**src/rtl/dram_rfsh_pkg.sv**
```systemverilog
package dram_rfsh_pkg;

    typedef enum logic [2:0] {
        TOP_PAUSE,
        TOP_INIT,
        TOP_IDLE,
        TOP_REQ,
        TOP_RFSH
    } top_state_t;

    typedef enum logic [1:0] {
        SEQ_IDLE,
        SEQ_COL_SETUP,
        SEQ_ROW_ACTIVE,
        SEQ_PRECHARGE
    } seq_state_t;

endpackage

```
**src/rtl/rfsh_tick.sv**
```systemverilog
module rfsh_tick #(
    parameter int PERIOD = 770
) (
    input  logic clk,
    input  logic rst_n,
    input  logic en,
    output logic tick
);
    localparam int CW = $clog2(PERIOD + 1);
    localparam logic [CW-1:0] LAST = CW'(PERIOD - 1);

    logic [CW-1:0] cnt;

    assign tick = en && (cnt == LAST);

    always_ff @(posedge clk or negedge rst_n) begin
        if (!rst_n) begin
            cnt <= '0;
        end else if (!en || tick) begin
            cnt <= '0;
        end else begin
            cnt <= cnt + 1'b1;
        end
    end

    // the counter never runs past its last value
    p_cnt_bound_r8: assert property (@(posedge clk) disable iff (!rst_n)
        cnt <= LAST);

endmodule

```
**src/rtl/rfsh_pending.sv**
```systemverilog
module rfsh_pending #(
    parameter int MAX_PEND   = 8,
    parameter int URGENT_LVL = 4
) (
    input  logic clk,
    input  logic rst_n,
    input  logic inc,
    input  logic dec,
    output logic pend_any,
    output logic urgent
);
    localparam int PW = $clog2(MAX_PEND + 1);
    localparam logic [PW-1:0] TOP_VAL = PW'(MAX_PEND);
    localparam logic [PW-1:0] URG_VAL = PW'(URGENT_LVL);

    logic [PW-1:0] cnt;
    logic [PW-1:0] cnt_nxt;

    always_comb begin
        cnt_nxt = cnt;
        unique case ({inc, dec})
            2'b10:   cnt_nxt = (cnt == TOP_VAL) ? cnt : cnt + 1'b1;
            2'b01:   cnt_nxt = (cnt == '0) ? cnt : cnt - 1'b1;
            default: cnt_nxt = cnt;
        endcase
    end

    always_ff @(posedge clk or negedge rst_n) begin
        if (!rst_n) begin
            cnt <= '0;
        end else begin
            cnt <= cnt_nxt;
        end
    end

    assign pend_any = (cnt != '0);
    assign urgent   = (cnt >= URG_VAL);

    // the pending count never exceeds the limit
    p_pend_bound_r10: assert property (@(posedge clk) disable iff (!rst_n)
        cnt <= TOP_VAL);

    // a new expiry at the limit leaves the count at the limit
    p_pend_sat_r10: assert property (@(posedge clk) disable iff (!rst_n)
        (inc && !dec && cnt == TOP_VAL) |=> (cnt == TOP_VAL));

    // the count moves only on an expiry or a grant
    p_pend_hold_r8: assert property (@(posedge clk) disable iff (!rst_n)
        (!inc && !dec) |=> $stable(cnt));

endmodule

```
**src/rtl/rfsh_strobe_seq.sv**
```systemverilog
module rfsh_strobe_seq
    import dram_rfsh_pkg::*;
#(
    parameter int CSR_CYC = 1,
    parameter int RAS_CYC = 3,
    parameter int RP_CYC  = 2,
    parameter int NUM_RAS = 2,
    parameter int NUM_CAS = 4
) (
    input  logic               clk,
    input  logic               rst_n,
    input  logic               start,
    output logic               idle,
    output logic               done,
    output logic [NUM_RAS-1:0] ras_n,
    output logic [NUM_CAS-1:0] cas_n
);
    localparam int MAXPH = (CSR_CYC > RAS_CYC) ?
                           ((CSR_CYC > RP_CYC) ? CSR_CYC : RP_CYC) :
                           ((RAS_CYC > RP_CYC) ? RAS_CYC : RP_CYC);
    localparam int CW = $clog2(MAXPH + 1);
    localparam logic [CW-1:0] CSR_LAST = CW'(CSR_CYC - 1);
    localparam logic [CW-1:0] RAS_LAST = CW'(RAS_CYC - 1);
    localparam logic [CW-1:0] RP_LAST  = CW'(RP_CYC - 1);

    seq_state_t    state, nxt;
    logic [CW-1:0] cnt, cnt_nxt;
    logic          ras_q, cas_q;

    always_comb begin
        nxt     = state;
        cnt_nxt = cnt + 1'b1;
        done    = 1'b0;
        unique case (state)
            SEQ_IDLE: begin
                cnt_nxt = '0;
                if (start) nxt = SEQ_COL_SETUP;
            end
            SEQ_COL_SETUP: begin
                if (cnt == CSR_LAST) begin
                    nxt     = SEQ_ROW_ACTIVE;
                    cnt_nxt = '0;
                end
            end
            SEQ_ROW_ACTIVE: begin
                if (cnt == RAS_LAST) begin
                    nxt     = SEQ_PRECHARGE;
                    cnt_nxt = '0;
                end
            end
            SEQ_PRECHARGE: begin
                if (cnt == RP_LAST) begin
                    nxt     = SEQ_IDLE;
                    cnt_nxt = '0;
                    done    = 1'b1;
                end
            end
            default: begin
                nxt     = SEQ_IDLE;
                cnt_nxt = '0;
            end
        endcase
    end

    always_ff @(posedge clk or negedge rst_n) begin
        if (!rst_n) begin
            state <= SEQ_IDLE;
            cnt   <= '0;
            ras_q <= 1'b1;
            cas_q <= 1'b1;
        end else begin
            state <= nxt;
            cnt   <= cnt_nxt;
            ras_q <= (nxt != SEQ_ROW_ACTIVE);
            cas_q <= !((nxt == SEQ_COL_SETUP) || (nxt == SEQ_ROW_ACTIVE));
        end
    end

    assign idle = (state == SEQ_IDLE);

    for (genvar gi = 0; gi < NUM_RAS; gi++) begin : g_ras
        assign ras_n[gi] = ras_q;
    end
    for (genvar gj = 0; gj < NUM_CAS; gj++) begin : g_cas
        assign cas_n[gj] = cas_q;
    end

    // the column strobe was already low in the cycle before the row strobe falls
    p_col_leads_r4: assert property (@(posedge clk) disable iff (!rst_n)
        $fell(ras_q) |-> (!cas_q && $past(!cas_q)));

    // the column strobe is held low for as long as the row strobe is low
    p_col_held_r4: assert property (@(posedge clk) disable iff (!rst_n)
        !ras_q |-> !cas_q);

    // the row strobe goes high straight into precharge
    p_pre_after_row_r5: assert property (@(posedge clk) disable iff (!rst_n)
        $rose(ras_q) |-> (state == SEQ_PRECHARGE));

endmodule

```
**src/rtl/dram_rfsh_init.sv**
```systemverilog
module dram_rfsh_init
    import dram_rfsh_pkg::*;
#(
    parameter int PAUSE_CYC    = 10000,
    parameter int INIT_CYCLES  = 8,
    parameter int INTERVAL_CYC = 770,
    parameter int CSR_CYC      = 1,
    parameter int RAS_CYC      = 3,
    parameter int RP_CYC       = 2,
    parameter int MAX_PEND     = 8,
    parameter int URGENT_LVL   = 4,
    parameter int NUM_RAS      = 2,
    parameter int NUM_CAS      = 4
) (
    input  logic               clk,
    input  logic               rst_n,
    input  logic               refresh_gnt,
    output logic               refresh_req,
    output logic               refresh_urgent,
    output logic               busy,
    output logic               init_done,
    output logic [NUM_RAS-1:0] ras_n,
    output logic [NUM_CAS-1:0] cas_n,
    output logic               we_n
);
    localparam int IW = $clog2(INIT_CYCLES + 1);
    localparam logic [IW-1:0] INIT_LAST = IW'(INIT_CYCLES - 1);

    top_state_t    state, nxt;
    logic [IW-1:0] init_cnt;
    logic          pause_tick, ival_tick;
    logic          seq_start, seq_idle, seq_done;
    logic          pend_dec, pend_any;

    rfsh_tick #(.PERIOD(PAUSE_CYC)) u_pause (
        .clk  (clk),
        .rst_n(rst_n),
        .en   (state == TOP_PAUSE),
        .tick (pause_tick)
    );

    rfsh_tick #(.PERIOD(INTERVAL_CYC)) u_interval (
        .clk  (clk),
        .rst_n(rst_n),
        .en   (init_done),
        .tick (ival_tick)
    );

    rfsh_pending #(.MAX_PEND(MAX_PEND), .URGENT_LVL(URGENT_LVL)) u_pend (
        .clk     (clk),
        .rst_n   (rst_n),
        .inc     (ival_tick),
        .dec     (pend_dec),
        .pend_any(pend_any),
        .urgent  (refresh_urgent)
    );

    rfsh_strobe_seq #(
        .CSR_CYC(CSR_CYC), .RAS_CYC(RAS_CYC), .RP_CYC(RP_CYC),
        .NUM_RAS(NUM_RAS), .NUM_CAS(NUM_CAS)
    ) u_seq (
        .clk  (clk),
        .rst_n(rst_n),
        .start(seq_start),
        .idle (seq_idle),
        .done (seq_done),
        .ras_n(ras_n),
        .cas_n(cas_n)
    );

    // next state and strobe-launch decisions
    always_comb begin
        nxt       = state;
        seq_start = 1'b0;
        pend_dec  = 1'b0;
        unique case (state)
            TOP_PAUSE: if (pause_tick) nxt = TOP_INIT;
            TOP_INIT: begin
                seq_start = seq_idle;
                if (seq_done && init_cnt == INIT_LAST) nxt = TOP_IDLE;
            end
            TOP_IDLE: if (pend_any) nxt = TOP_REQ;
            TOP_REQ: begin
                if (refresh_gnt) begin
                    nxt       = TOP_RFSH;
                    seq_start = 1'b1;
                    pend_dec  = 1'b1;
                end
            end
            TOP_RFSH: if (seq_done) nxt = pend_any ? TOP_REQ : TOP_IDLE;
            default: nxt = TOP_PAUSE;
        endcase
    end

    always_ff @(posedge clk or negedge rst_n) begin
        if (!rst_n) begin
            state    <= TOP_PAUSE;
            init_cnt <= '0;
        end else begin
            state <= nxt;
            if (state == TOP_INIT && seq_done) init_cnt <= init_cnt + 1'b1;
        end
    end

    // outputs decoded from the state register
    always_comb begin
        refresh_req = (state == TOP_REQ);
        busy        = (state == TOP_INIT) || (state == TOP_RFSH);
        init_done   = (state == TOP_IDLE) || (state == TOP_REQ) || (state == TOP_RFSH);
        we_n        = 1'b1;
    end

    // the strobes stay inactive during the power-up pause
    p_quiet_pause_r2: assert property (@(posedge clk) disable iff (!rst_n)
        (state == TOP_PAUSE) |-> ((&ras_n) && (&cas_n)));

    // once raised, init_done stays high
    p_init_sticky_r3: assert property (@(posedge clk) disable iff (!rst_n)
        init_done |=> init_done);

    // no strobe is active while a grant is awaited
    p_no_strobe_on_req_r9: assert property (@(posedge clk) disable iff (!rst_n)
        refresh_req |-> ((&ras_n) && (&cas_n)));

    // an accepted grant begins a column-first cycle on the next edge
    p_grant_starts_r9: assert property (@(posedge clk) disable iff (!rst_n)
        (refresh_req && refresh_gnt) |=> (busy && !cas_n[0] && ras_n[0]));

    // any low strobe is covered by busy
    p_busy_covers_r12: assert property (@(posedge clk) disable iff (!rst_n)
        (!ras_n[0] || !cas_n[0]) |-> busy);

endmodule

```
**config.mk**
```make
export PLATFORM = sky130hd
export DESIGN_NAME = dram_rfsh_init
export DESIGN_NICKNAME = d
export VERILOG_FILES = /design/src/rtl/dram_rfsh_pkg.sv /design/src/rtl/rfsh_tick.sv /design/src/rtl/rfsh_pending.sv /design/src/rtl/rfsh_strobe_seq.sv /design/src/rtl/dram_rfsh_init.sv
export SDC_FILE = /design/constraint.sdc
export NUM_CORES = 1
export LEC_CHECK = 0
export BUFFER_PORTS_ARGS = -buffer_cell sky130_fd_sc_hd__buf_2
export CAP_MARGIN = 0
export CORE_ASPECT_RATIO = 1.2
export CORE_MARGIN = 2
export CORE_UTILIZATION = 65
export DETAILED_ROUTE_END_ITERATION = 16
export GPL_TIMING_DRIVEN = 0
export PLACE_DENSITY = 0.84
export SKIP_CTS_REPAIR_TIMING = 1
export SLEW_MARGIN = 15
export SYNTH_ARGS = -nofsm -noshare
export SYNTH_HDL_FRONTEND = slang
export SYNTH_SLANG_ARGS = --single-unit
```
**constraint.sdc**
```tcl
create_clock -name clk -period 4.32 [get_ports clk]
set_input_delay 0.432 -clock clk [delete_from_list [all_inputs] [get_ports clk]]
set_output_delay 0.432 -clock clk [all_outputs]
set_load 0.05 [all_outputs]
```
# Word level (Yosys, flattened, before mapping)
# Index checks and enable logic that the tools add are counted.
totals:
  latch_bits: 0
  ram_bits: 0
  ff_bits: 41
  input_bits: 3
  romBits: 0
  memories: 0
  output_inout_bits: 11
  word_cells: 88
op_classes:
  add_sub_neg: 6
  eq_ne: 25
  div_mod_pow: 0
  reduce_logical: 21
  magnitude_cmp: 1
  shift: 0
  multipliers: 0
  muxes: 26
  bitwise_logic: 0
op_table:
  columns: ["op", "n"]
  rows:
  - ["$ne A2 B2 Y1 const B", 8]
  - ["$pmux W2 S4", 2]
  - ["$mux W3", 5]
  - ["$pmux W3 S5", 1]
  - ["$add A14 B1 Y14 const B", 1]
  - ["$eq A14 B14 Y1 const B", 1]
  - ["$mux W14", 1]
  - ["$mux W2", 7]
  - ["$add A10 B1 Y10 const B", 1]
  - ["$eq A10 B10 Y1 const B", 1]
  - ["$eq A2 B2 Y1 const B", 5]
  - ["$mux W10", 1]
  - ["$add A4 B1 Y4 const B", 2]
  - ["$eq A2 B1 Y1 const B", 4]
  - ["$mux W4", 2]
  - ["$pmux W4 S2", 1]
  - ["$eq A3 B2 Y1 const B", 2]
  - ["$logic_or A1 B1 Y1", 6]
  - ["$mux W1", 5]
  - ["$reduce_and A5 Y1", 1]
  - ["$eq A4 B3 Y1 const B", 1]
  - ["$eq A4 B4 Y1 const B", 1]
  - ["$ge A4 B3 Y1 const B", 1]
  - ["$logic_and A1 B1 Y1", 4]
  - ["other kinds (12)", 15]

# Logic depth before layout (Yosys ltp)
logic_depth:
  word_depth: 7
  mapped_depth: 11
  mapped_depth_nobuf: 11

# Hierarchy
# Synthesis repeated with hierarchy kept, for this count alone.
hier_totals:
  hier_cells: 232
  area_unflattened_um2: 2362.3
by_module_without_submodules:
  columns: ["mod", "cells_per_inst", "seq_area_each_um2", "area_per_inst_um2", "instances"]
  rows:
  - ["rfsh_tick at u_pause", 70, 350.3, 691.9, 1]
  - ["rfsh_tick at u_interval", 50, 250.2, 510.5, 1]
  - ["rfsh_strobe_seq", 41, 152.6, 455.4, 1]
  - ["dram_rfsh_init", 44, 175.2, 430.4, 1]
  - ["rfsh_pending", 27, 100.1, 274.0, 1]

# Worst setup path after synthesis
# OpenSTA, ideal clock, no wires.
synth_path:
  path_kind: "register to register"
  from: "register state[1]"
  to: "register u_pend.cnt[3]"
  arrival_ns: 2.547
  synth_period_minus_slack_ns: 2.626
  path_stages_with_launch: 12
  setup_ns: 0.079
  required_time_ns: 4.241
  slack_ns: 1.694
  path_buffers: 1
  path_cell_list: "dfrtp_1 -> buf_1 -> nor2b_1 -> and2_1 -> nand2_1 -> inv_1 -> ha_1 -> ha_1 -> a21oi_1 -> a21oi_1 -> nor3_1 -> xor2_1"
synth_via:
  elab_chain_len: 7
  word_cells_on_any_way: 14
  cone_classes: "eq/ne (7); mux (2); reduce/logical (5)"
synth_lines:
  columns: ["item", "line_no", "source"]
  rows:
  - ["start, declared", "dram_rfsh_init.sv:29", "top_state_t state, nxt;"]
  - ["start signal, assigned", "dram_rfsh_init.sv:100", "state <= nxt;"]
  - ["$eq A3 B2 Y1 *", null, null]
  - ["via refresh_req", "dram_rfsh_init.sv:18", "output logic refresh_req,"]
  - ["$logic_or A1 B1 Y1 (2 in a row)", "dram_rfsh_init.sv:109", "init_done = (state == TOP_IDLE) || (state == TOP_REQ) || (state == TOP_RFSH);"]
  - ["$logic_and A1 B1 Y1", "rfsh_tick.sv:14", "assign tick = en && (cnt == LAST);"]
  - ["$eq A2 B1 Y1 or $eq A2 B2 Y1 (tied branches)", "rfsh_pending.sv:21", "unique case ({inc, dec})"]
  - ["$ne A2 B2 Y1 (no line) or $reduce_bool A2 Y1 (tied branches)", null, null]
  - ["$reduce_and A3 Y1 (no line)", null, null]
  - ["end signal, assigned", "rfsh_pending.sv:32", "cnt <= cnt_nxt;"]
  - ["end, declared", "rfsh_pending.sv:16", "logic [PW-1:0] cnt;"]
# The timed path passes the listed nets; every way through them passes the cells marked *.
# A chain may end at the register's enable or synchronous reset.

# Final worst setup path
layout_path:
  from: "register u_interval.cnt[5]"
  to: "register u_pend.cnt[3]"
layout_via:
  elab_chain_len: 5
  word_cells_on_any_way: 9
  cone_classes: "eq/ne (5); mux (1); reduce/logical (3)"
layout_lines:
  columns: ["item", "line_no", "source"]
  rows:
  - ["start, declared", "rfsh_tick.sv:12", "logic [CW-1:0] cnt;"]
  - ["start signal, assigned", "rfsh_tick.sv:22", "cnt <= cnt + 1'b1;"]
  - ["$eq A10 B10 Y1 *", "rfsh_tick.sv:14", null]
  - ["$logic_and A1 B1 Y1 *", "rfsh_tick.sv:14", null]
  - ["$eq A2 B1 Y1 or $eq A2 B2 Y1 (tied branches)", "rfsh_pending.sv:21", null]
  - ["$ne A2 B2 Y1 (no line) or $reduce_bool A2 Y1 (tied branches)", null, null]
  - ["$reduce_and A3 Y1 (no line)", null, null]
# Mark *: on every way between the ends. The rest lies on a longest branch, timed or not.

==> results.md <==
- Fin crit period: 2.721 ns
- Max-slew headroom: 41.67%
- Largest net degree at the start of global routing: 42
- Fill count: 228
- Root Buffer: clkbuf_8
- Synthesized flop and latch total: 41
- Gr usage total: 21.28%
- Biggest area consumer among synthesized cells: dfrtp_1
- Die area: 4042 um^2
- Routability Congestion: 0.7200
- Die width: 58.37 um
- CP Capture Type: flop
- Sequential element share of the synthesized area: 44.60%
- P_leak: 1.157 nW
- Final Max Slew Viols: 0
- Die Ht: 69.25 um
- DRT Pass-1 Iters: 4
- Antenna-violating nets left: 0
- Initial detailed-routing violation count: 37
- Worst min-delay path category: in2async
- Fmax: 367.5 MHz
- Most frequent cell after synthesis: dfrtp_1
- Final hold violations: 0
- Vias in the first global route: 1611
- Startpoint Class: flop
- Max VDD drop: 0.0002362 V
- Post-synth top cells: dfrtp_1, nor2_1, nand2_1
- Part of the cycle the worst path needs: 62.99%
- Nets: 271
- Drt via density: 5.666
- # diodes: 0
- WP data required: 4.55 ns
- Setup Skew: 0.009607 ns
- Synth Warn #: 0
- EDFF count, synth: 0
- Synthesized instance count: 233
- First-pass GRT wire length: 6658 um
- Setup Crit Path Kind: reg2reg
- Place WS: 1.619 ns
- Grt ovf: 0
- Final Hold Slack: 0.2408 ns
- TritonCTS clock tree: yes
- Port buffer count: 12
- Starting Density: 68.49%
- Clk pin slew, worst setup/hold paths: 0.08 ns
- Maximum net fanout on the critical path: 5
- Setup TNS: 0 ns
- I/O pin total: 14
- Avg Cell Area, Syn: 9.897 um^2
- Async S/R FF share, synth: 100.0%
- Layout overhead on the synthesized area: 8.356%
- Post-DP HPWL: 2598 um
- Status: finished clean
- Htree depth: 2
- RSZ-0062 raised after global routing: false
- Initial antenna violation count: 0
- Final setup violation count: 0
- Routed WL: 3837 um
- Ratio of cells with drive above 1 in the final layout: 18.58%
- Clock Latency Late Sink: 0.30 ns
- Final worst slack: 1.599 ns
- WP data arrival: 2.95 ns
- Yosys top cell area share: 42.32%
- Post-Syn Area: 2306 um^2
- Post-synthesis net count: 252
- Worst Tran Pin Value: 0.8750 ns
- Ys flop type: dfrtp_1
- Via count: 1643
- Sink Count: 41
- Core Area: 3367 um^2
- DRC viols: 0
- Clk buf depth: 2
- Routed length per instance: 13.23 um
- Distinct cells, synth: 47
- Pwr dens: 258.0 nW/um^2
- Std cell rows: 23
- Total CTS buffers: 5
- Dominant cells by area after synthesis: dfrtp_1, ha_1, xor2_1
- Max Cap Viol: 0
- Total Power: 0.0006447 W
[registers in the layout, summed over array words and instances, names as in the netlist]
register and cells:
u_seq.ras_q 1, u_seq.state 2, u_seq.cnt 2, u_seq.cas_q 1, u_pend.cnt 4, u_pause.cnt 14
state 3, u_interval.cnt 10, init_cnt 4
[power breakdown]
group | internal (W) | total, W | switching (W) | leakage (nW)
logic | 0.00000135 | 0.0000108 | 0.00000948 | 0.557
registers | 0.000383 | 0.000383 | 0 | 0.556
clock network | 0.000112 | 0.000250 | 0.000139 | 0.0439
total | 0.000496 | 0.000645 | 0.000148 | 1.16
[metal layers]
metal / GRT usage [%] / wire (um) / vias up
li1: - / - / 822
met2: 35.96 / 1962 / 26
met1: 24.63 / 1685 / 788
met3: 5.224 / 118 / 7
met5: 0 / 0 / -
met4: 10.08 / 70 / 0
[kinds of logic (layout without fill, tap and decap cells)]
kind of cell,Yosys count,after routing,share of synthesized area (%)
mux,4,4,1.899
other cells,1,1,0.1626
fa+ha+maj,16,16,9.007
compound gates,24,24,6.349
simple gates,94,94,22.30
xor+xnor,24,24,9.116
buf+inv,29,49,6.565
flops,41,41,44.60
[metrics by stage]
step / cells / utilization [%] / cell area [um^2]
after floorplan: 233 / - / 2306
final: 290 / 74.21 / 2499
after detailed placement: 282 / 71.65 / 2412
after CTS: 290 / 74.21 / 2499
after global routing: 290 / 74.21 / 2499
after global placement: 282 / 71.65 / 2412
[critical path, stage by stage, from the launching register on]
cell and delay [ns]:
dfrtp_1 0.43, or3_1 0.38, or4_4 0.45, nand2b_4 0.16, ha_1 0.23, ha_1 0.33
a21oi_1 0.20, a21oi_1 0.09, nor3_1 0.23, xor2_1 0.16
[placed cells by master (no fill, tap or decap), drive strengths merged, types with 3 or more instances in the layout]
cell type	instances
nor3	6
buf	26
or4	3
clkbuf	5
mux2	3
nor2	25
nor4	4
ha	15
a21oi	6
nand2	18
nand4	5
and4	3
xor2	15
and2	3
nand2b	4
inv	15
nand3	12
dfrtp	39
o21ai	8
xnor2	9
[final cells by class]
type	count	area [um^2]	share of cell area [%]
Multi-Input combinational cell	163	1126	45.07
Sequential cell	41	1028	41.16
Buffer	14	95.09	3.806
Clock buffer	5	68.82	2.754
Timing Repair Buffer	12	60.06	2.404
Inverter	15	56.30	2.253
Tap cell	37	46.29	1.853
Clock inverter	3	17.52	0.7011
[worst paths after layout]
kind | from | endpoint | slack [ns] | depth (start not counted)
max | u_interval.cnt[5] | u_pend.cnt[3] | 1.60 | 9
min | rst_n | u_interval.cnt[6] | 0.24 | 1
max reg2reg | u_interval.cnt[5] | u_pend.cnt[3] | 1.60 | 9
min reg2reg | init_cnt[3] | init_cnt[3] | 0.48 | 1
max in group asynchronous | rst_n | state[2] | 3.53 | 1
min in group clk | refresh_gnt | state[2] | 0.47 | 3
No activity file was read; power rests on OpenSTA's default activity.
